**config.mk**
```make
export PLATFORM = sky130hd
export DESIGN_NAME = mulshift_unit
export DESIGN_NICKNAME = d
export VERILOG_FILES = /design/src/rtl/mulshift_pkg.sv /design/src/rtl/ms_ctrl.sv /design/src/rtl/ms_mult_array.sv /design/src/rtl/mulshift_unit.sv
export SDC_FILE = /design/constraint.sdc
export NUM_CORES = 2
export LEC_CHECK = 0
export CORE_MARGIN = 3
export CORE_UTILIZATION = 30
export DETAILED_ROUTE_END_ITERATION = 6
export HOLD_SLACK_MARGIN = 0.1
export SLEW_MARGIN = 0
export SYNTH_ARGS = -nofsm -noshare
export SYNTH_HDL_FRONTEND = slang
export SYNTH_HIERARCHICAL = 1
export SYNTH_SLANG_ARGS = --single-unit
```
**constraint.sdc**
```tcl
create_clock -name clk -period 7.32 [get_ports clk]
set_input_delay 1.464 -clock clk [delete_from_list [all_inputs] [get_ports clk]]
set_output_delay 1.464 -clock clk [all_outputs]
set_load 0.01 [all_outputs]
```
**src/rtl/mulshift_pkg.sv**
```systemverilog
package mulshift_pkg;

  localparam int WORD_W  = 32;
  localparam int SHAMT_W = $clog2(WORD_W);
  localparam int OP_W    = 3;

  localparam logic [OP_W-1:0] OP_MUL_LO  = 3'd0;
  localparam logic [OP_W-1:0] OP_MUL_HSS = 3'd1;
  localparam logic [OP_W-1:0] OP_MUL_HUU = 3'd2;
  localparam logic [OP_W-1:0] OP_SHL     = 3'd3;
  localparam logic [OP_W-1:0] OP_SHR_L   = 3'd4;
  localparam logic [OP_W-1:0] OP_SHR_A   = 3'd5;

  // Operation as seen by the array: two factors plus how to read the product
  typedef struct packed {
    logic [WORD_W-1:0] mcand;
    logic [WORD_W-1:0] mplier;
    logic              a_sgn;
    logic              b_sgn;
    logic              bypass;
    logic              take_hi;
    logic              zero_out;
  } ms_prep_t;

  function automatic logic [WORD_W-1:0] pow2(input logic [SHAMT_W:0] e);
    logic [WORD_W-1:0] one;
    one = {{(WORD_W-1){1'b0}}, 1'b1};
    return (int'(e) < WORD_W) ? (one << e) : '0;
  endfunction

  function automatic ms_prep_t prep_ops(input logic [OP_W-1:0]    op,
                                        input logic [WORD_W-1:0]  a,
                                        input logic [WORD_W-1:0]  b,
                                        input logic [SHAMT_W-1:0] sh);
    ms_prep_t p;
    logic [SHAMT_W:0] rexp;
    rexp     = (SHAMT_W+1)'(WORD_W) - {1'b0, sh};
    p        = '0;
    p.mcand  = a;
    p.mplier = b;
    case (op)
      OP_MUL_LO: ;
      OP_MUL_HSS: begin
        p.a_sgn   = 1'b1;
        p.b_sgn   = 1'b1;
        p.take_hi = 1'b1;
      end
      OP_MUL_HUU: p.take_hi = 1'b1;
      OP_SHL: begin
        p.mplier = pow2({1'b0, sh});
        p.bypass = (sh == '0);
      end
      OP_SHR_L: begin
        p.mplier  = pow2(rexp);
        p.take_hi = 1'b1;
        p.bypass  = (sh == '0);
      end
      OP_SHR_A: begin
        p.mplier  = pow2(rexp);
        p.take_hi = 1'b1;
        p.a_sgn   = 1'b1;
        p.bypass  = (sh == '0);
      end
      default: p.zero_out = 1'b1;
    endcase
    return p;
  endfunction

  // Convert an unsigned high word into the signed-operand high word
  function automatic logic [WORD_W-1:0] fix_hi(input logic [WORD_W-1:0] hi_u,
                                               input logic [WORD_W-1:0] a,
                                               input logic [WORD_W-1:0] b,
                                               input logic              a_sgn,
                                               input logic              b_sgn);
    logic [WORD_W-1:0] ca, cb;
    ca = (a_sgn && a[WORD_W-1]) ? b : '0;
    cb = (b_sgn && b[WORD_W-1]) ? a : '0;
    return hi_u - ca - cb;
  endfunction

  function automatic logic [WORD_W-1:0] pick_result(input ms_prep_t            p,
                                                    input logic [2*WORD_W-1:0] prod);
    if (p.zero_out)     return '0;
    else if (p.bypass)  return p.mcand;
    else if (p.take_hi) return fix_hi(prod[2*WORD_W-1:WORD_W], p.mcand, p.mplier,
                                      p.a_sgn, p.b_sgn);
    else                return prod[WORD_W-1:0];
  endfunction

endpackage

```
**src/rtl/ms_ctrl.sv**
```systemverilog
module ms_ctrl #(
  parameter int LATENCY = 2
) (
  input  logic               clk,
  input  logic               rst_n,
  input  logic               issue_valid,
  output logic               accept,
  output logic               busy,
  output logic [LATENCY-1:0] phase
);
  localparam int CNT_W = $clog2(LATENCY + 1);

  logic [CNT_W-1:0] cnt_q;

  assign busy   = (cnt_q != '0);
  assign accept = issue_valid && !busy;

  always_ff @(posedge clk) begin
    if (!rst_n)                           cnt_q <= '0;
    else if (accept)                      cnt_q <= CNT_W'(1);
    else if (cnt_q == CNT_W'(LATENCY))    cnt_q <= '0;
    else if (busy)                        cnt_q <= cnt_q + CNT_W'(1);
  end

  for (genvar i = 0; i < LATENCY; i++) begin : g_phase
    assign phase[i] = (cnt_q == CNT_W'(i + 1));
  end
endmodule

```
**src/rtl/ms_mult_array.sv**
```systemverilog
module ms_mult_array #(
  parameter int W      = 32,
  parameter int NSTAGE = 1
) (
  input  logic              clk,
  input  logic              rst_n,
  input  logic [NSTAGE-1:0] stage_en,
  input  logic [W-1:0]      mcand,
  input  logic [W-1:0]      mplier,
  output logic [2*W-1:0]    prod
);
  localparam int HALF = W / 2;
  localparam int PP_W = W + HALF;

  logic [2*W-1:0] prod_q;
  assign prod = prod_q;

  if (NSTAGE == 1) begin : g_single
    logic [2*W-1:0] full_w;
    assign full_w = (2*W)'(mcand) * (2*W)'(mplier);
    always_ff @(posedge clk) begin
      if (!rst_n)          prod_q <= '0;
      else if (stage_en[0]) prod_q <= full_w;
    end
  end else begin : g_split
    logic [PP_W-1:0] pp_lo_q, pp_hi_q;
    logic [PP_W-1:0] pp_lo_w, pp_hi_w;
    assign pp_lo_w = PP_W'(mcand) * PP_W'(mplier[HALF-1:0]);
    assign pp_hi_w = PP_W'(mcand) * PP_W'(mplier[W-1:HALF]);
    always_ff @(posedge clk) begin
      if (!rst_n) begin
        pp_lo_q <= '0;
        pp_hi_q <= '0;
        prod_q  <= '0;
      end else begin
        if (stage_en[0]) begin
          pp_lo_q <= pp_lo_w;
          pp_hi_q <= pp_hi_w;
        end
        if (stage_en[1])
          prod_q <= {{HALF{1'b0}}, pp_lo_q} + {pp_hi_q, {HALF{1'b0}}};
      end
    end
  end
endmodule

```
**src/rtl/mulshift_unit.sv**
```systemverilog
module mulshift_unit #(
  parameter int LATENCY = 2
) (
  input  logic                               clk,
  input  logic                               rst_n,
  input  logic                               issue_valid,
  input  logic [mulshift_pkg::OP_W-1:0]      issue_op,
  input  logic [mulshift_pkg::WORD_W-1:0]    issue_a,
  input  logic [mulshift_pkg::WORD_W-1:0]    issue_b,
  input  logic [mulshift_pkg::SHAMT_W-1:0]   issue_shamt,
  output logic                               busy,
  output logic                               res_valid,
  output logic [mulshift_pkg::WORD_W-1:0]    res_data
);
  import mulshift_pkg::*;

  localparam int W      = WORD_W;
  localparam int NSTAGE = LATENCY - 1;

  logic               accept_w;
  logic               finish_w;
  logic [LATENCY-1:0] phase_w;
  ms_prep_t           prep_d, prep_q;
  logic [2*W-1:0]     prod_w;
  logic [W-1:0]       res_q;
  logic               done_q;

  assign prep_d = prep_ops(issue_op, issue_a, issue_b, issue_shamt);

  ms_ctrl #(.LATENCY(LATENCY)) u_ctrl (
    .clk         (clk),
    .rst_n       (rst_n),
    .issue_valid (issue_valid),
    .accept      (accept_w),
    .busy        (busy),
    .phase       (phase_w)
  );

  assign finish_w = phase_w[LATENCY-1];

  always_ff @(posedge clk) begin
    if (!rst_n)        prep_q <= '0;
    else if (accept_w) prep_q <= prep_d;
  end

  ms_mult_array #(.W(W), .NSTAGE(NSTAGE)) u_array (
    .clk      (clk),
    .rst_n    (rst_n),
    .stage_en (phase_w[NSTAGE-1:0]),
    .mcand    (prep_q.mcand),
    .mplier   (prep_q.mplier),
    .prod     (prod_w)
  );

  always_ff @(posedge clk) begin
    if (!rst_n) begin
      res_q  <= '0;
      done_q <= 1'b0;
    end else begin
      done_q <= finish_w;
      if (finish_w) res_q <= pick_result(prep_q, prod_w);
    end
  end

  assign res_valid = done_q;
  assign res_data  = res_q;
endmodule

```
; ---- Yosys cells after proc, flatten, opt, wreduce, memory -nomap -nowiden
; Cells that the tools add are included.
[op_classes]
n_addsub = 4
n_mul = 1
order_cmp = 1
eq_ne = 7
shifts = 2
mux = 15
bitwise = 1
n_reduce_logical = 14
[ops]
columns = operator, count
row1 = $mux W32, 6
row2 = $mul A32 B32 Y64, 1
row3 = $pmux W32 S2, 1
row4 = $sub A32 B32 Y32, 2
row5 = $shl A1 B5 Y32 const A, 1
row6 = $shl A1 B6 Y32 const A, 1
row7 = $mux W1, 8
row8 = $eq A3 B2 Y1 const B, 2
row9 = $eq A3 B3 Y1 const B, 2
row10 = $lt A6 B6 Y1 const B, 1
row11 = $reduce_or A3 Y1, 2
row12 = $reduce_or A6 Y1, 1
row13 = $sub A6 B5 Y6 const A, 1
row14 = $logic_not A5 Y1, 1
row15 = $reduce_or A2 Y1, 2
row16 = $reduce_or A4 Y1, 1
row17 = $eq A3 B1 Y1 const B, 1
row18 = $logic_and A1 B1 Y1, 3
row19 = $logic_not A3 Y1, 1
row20 = $reduce_bool A3 Y1, 1
row21 = $add A2 B1 Y2 const B, 1
row22 = $eq A2 B1 Y1 const B, 1
row23 = $eq A2 B2 Y1 const B, 1
row24 = $reduce_bool A2 Y1, 1
row25 = 2 further kinds, 2
[totals]
regBits = 168
in_bits = 75
output_inout_bits = 34
wordCells = 57

; ---- Longest topological paths before layout
[depth]
ltp_word = 7
depth_mapped = 29

; ---- By module
; Netlist, hierarchy kept.
[by_module_without_submodules]
columns = module, instances, cells_each, area_each_um2, seq_area_each_um2
row1 = ms_mult_array, 1, 3897, 35569.1, 1281.2
row2 = mulshift_unit, 1, 1044, 7961.4, 2042.0
row3 = ms_ctrl, 1, 18, 166.4, 40.0

; ---- Least setup slack after synthesis
; No wires, ideal clock.
[synth_path]
path_kind = reg2reg
startpoint = register prep_q[54] (netlist bit)
endpoint = register u_array.prod_q[56], in the netlist u_array/prod[56]
setup_time_ns = 0.062
arrival_time_ns = 7.106
required_time_ns = 7.258
path_slack_ns = 0.152
path_stages_with_launch = 24
n_path_buf = 2
cell_sequence = dfxtp_1 -> clkbuf_1 -> and2_1 -> fa_1 -> fa_1 -> inv_1 -> fa_1 -> fa_1 -> inv_1 -> fa_1 -> fa_1 -> fa_1 -> fa_1 -> ha_1 -> buf_2 -> and3_1 -> a221o_1 -> a221o_1 -> a31oi_4 -> o31ai_2 -> a31oi_4 -> nor3_2 -> or4_1 -> nand3_1
[synth_via]
elab_chain_len = 1
[synth_lines]
columns = item, line_no
row1 = from (decl), mulshift_unit.sv:23  ; ms_prep_t prep_d, prep_q;
row2 = from (signal assigned), mulshift_unit.sv:43  ; else if (accept_w) prep_q <= prep_d;
row3 = $mul A32 B32 Y64, ms_mult_array.sv:20  ; assign full_w = (2*W)'(mcand) * (2*W)'(mplier);
row4 = to (signal assigned), ms_mult_array.sv:23  ; else if (stage_en[0]) prod_q <= full_w;
row5 = to (decl), ms_mult_array.sv:15  ; logic [2*W-1:0] prod_q;
; No other way between the ends.
; A chain may end at the register's enable or synchronous reset.

; ---- Worst setup path after layout
[layout_path]
startpoint = register prep_q[53] (netlist bit)
endpoint = register u_array.prod_q[58], in the netlist u_array/prod[58]
; Same word-level chain as after synthesis.

==> flow_metrics.tcl <==
set metrics [dict create \
    grt_pass1_wl_mm 218 \
    yosysSeqAreaShare 0.0770 \
    cts.sinks 168 \
    ir_drop_mv 0.405 \
    ant_nets 0 \
    drive_gt1_frac 0.133 \
    design.core.area_um2 144000 \
    grt_max_degree 60 \
    first_global_vias 37200 \
    hold_path_class "flip-flop to flip-flop" \
    fin_skew_ns 0.0163 \
    portBuffers 108 \
    slew_viol_final 0 \
    final_nets 6491 \
    dp_hpwl_mm 114 \
    wl_met3_mm 7.10 \
    area_delta_synth_final_pct 18.9 \
    finalCritPeriodShare 1.00 \
    ys.flop_type "dfxtp_1" \
    grt-ovfl-total 0 \
    synth.distinct_cells 95 \
    dieArea_um2 150000 \
    ctsHoldBuffers 0 \
    max_cap_viol_count 0 \
    cts_tree "done" \
    row_count 139 \
    final_cell_mix "inv_1 (950), fa_1 (893), nand2_1 (617), and2_1 (596), buf_4 (290)" \
    status "completed" \
    syn_area_per_cell_um2 8.81 \
    clk_pin_slew_ns 0.08 \
    cp-end-kind "flip-flop" \
    route.detailed.drc 0 \
    final_common_cell "inv_1" \
    start_kind "flip-flop" \
    synth-seq-cells 168 \
    syn-cell-area_um2 43700 \
    cts_buffers 17 \
    wl_met2_mm 69.1 \
    clock-root-buffer "clkbuf_16" \
    crit_arrival_ns 7.71 \
    r2r_slack_ns 0.002 \
    htree_levels 4 \
    synth_edf_count 0 \
    setup_violations 0 \
    dr.pass1.iters 6 \
    rsz0062_at_grt "yes" \
    finalPower_mw 17.2 \
    setup_ws_ns 0.00245 \
    slew_headroom 0.351 \
    r2r-start "prep_q[53]" \
    die_w_um 388 \
    syn_inst 4959 \
    top_layer_used "met5" \
    tightest_slew_ns 0.972 \
    die_y_um 388 \
    hold_violations 0 \
    clock_latency_ns 0.49 \
    powerDensity_nw_per_um2 332 \
    antenna_found_initial 8 \
    synth-async-reset-ratio 0 \
    cp-startpoint "prep_q[53]" \
    m1WireLength_mm 60.6 \
    fmax_mhz 137 \
    period_needed_ns 7.32 \
    worstSetupPathType "flip-flop to flip-flop" \
    yosysWarnings 6 \
    ios 109 \
    ctsLongestPathBuffers 2 \
    initial_core_util 0.303 \
    worstPathRequired_ns 7.71 \
    p_leak_nw 24.7 \
    vias_per_cell 4.88 \
    dpl_worst_slack_ns -0.234 \
    cp_max_fo 4 \
    wl_mm 141 \
    drt-initial-drc-count 2192 \
    vias 34700 \
    hold_start "u_array/prod[52]" \
    gp_congestion 0.947 \
    syn-num-nets 6264 \
    wl_per_cell_um 19.9 \
    grt_use_total 0.186 \
]
registers in the layout, summed over array words and instances, names as in the netlist:
register      cells
u_array/prod     64
res_valid         1
u_ctrl/cnt_q      2
prep_q           69
res_data         32
metal layers:
layer,vias up,track usage
li1,15500,-
met1,18100,0.247
met2,941,0.320
met3,206,0.0208
met4,2,0.0498
met5,-,0
final timing paths:
kind,depth (start not counted),to
worst min register to register,2,u_array/prod[52]
worst max-delay path,26,u_array/prod[58]
worst max register to register,26,u_array/prod[58]
worst min-delay path,2,u_array/prod[52]
layout make-up:
| cell class | count | area, µm² |
|---|---|---|
| Antenna cell | 3 | 7.51 |
| Clock buffer | 19 | 443 |
| Clock inverter | 13 | 114 |
| Fill cell | 14600 | 92200 |
| Inverter | 967 | 3630 |
| Multi-Input combinational cell | 3520 | 36600 |
| Sequential cell | 168 | 3450 |
| Tap cell | 1903 | 2380 |
| Timing Repair Buffer | 512 | 5360 |
stage by stage:
stage                     cell area [µm²]  TNS (ns)  std cells  hold WS, ns   util
after floorplan                     43700         0       4959        0.425      -
after global placement              49800     -1.88       7030        0.441  0.345
after detailed placement            49800     -3.28       7030        0.445  0.345
after CTS                           50800   -0.0672       7076        0.456  0.352
after global routing                51900     -2.29       7104        0.468  0.360
final                               51900         0       7105        0.458  0.360
logic make-up (layout without fill, tap and decap cells):
kind of cell             Yosys count  count (layout)  synth area share
AND/OR/NAND/NOR                 1642            1642             0.192
multiplexers                      82              82            0.0188
adder cells (fa/ha/maj)         1230            1230             0.511
flip-flops                       168             168            0.0770
other                              0               3                 0
buffers and inverters           1271            1511             0.109
XOR/XNOR                          83              83            0.0166
AO/OA/AOI/OAI                    483             483            0.0751
report_power, final:
group | internal, mW | leakage (nW) | switching (mW)
registers | 1.11 | 1.39 | 0.233
logic | 6.57 | 23.1 | 8.38
clock network | 0.453 | 0.263 | 0.474
critical path: stages, from the launching register on:
cell and delay (ns):
dfxtp_4 0.36, buf_12 0.13, buf_4 0.14, and2_1 0.16
fa_1 0.51, inv_1 0.06, fa_2 0.55, fa_1 0.47
fa_1 0.51, inv_1 0.06, fa_1 0.51, fa_2 0.48
fa_2 0.55, fa_2 0.45, ha_4 0.19, buf_4 0.14
a21oi_4 0.11, o21ai_0 0.09, a21oi_1 0.19, o31ai_2 0.10
buf_4 0.16, o311ai_4 0.43, and3_4 0.26, nor2_4 0.05
a31o_1 0.23, xor2_1 0.14, a22o_1 0.20
Yosys cell counts (34+ instances only):
library cell | count | area, µm²
a21o_1 | 51 | 383
a21oi_1 | 123 | 616
and2_1 | 613 | 3830
and3_1 | 72 | 450
clkbuf_1 | 289 | 1080
dfxtp_1 | 168 | 3360
fa_1 | 927 | 18600
ha_1 | 303 | 3790
inv_1 | 965 | 3620
mux2i_1 | 80 | 801
nand2_1 | 623 | 2340
nand3_1 | 34 | 170
nor2_1 | 131 | 492
nor2b_1 | 59 | 369
o21ai_0 | 97 | 485
xnor2_1 | 54 | 473
what timing repair did:
item,4_1_cts,5_1_grt
pin swaps,79,193
resized for setup,98,192
endpoints found under the setup margin,29,35
buffers inserted,16,27
cloned,1,6
No activity file was read; power rests on OpenSTA's default activity.
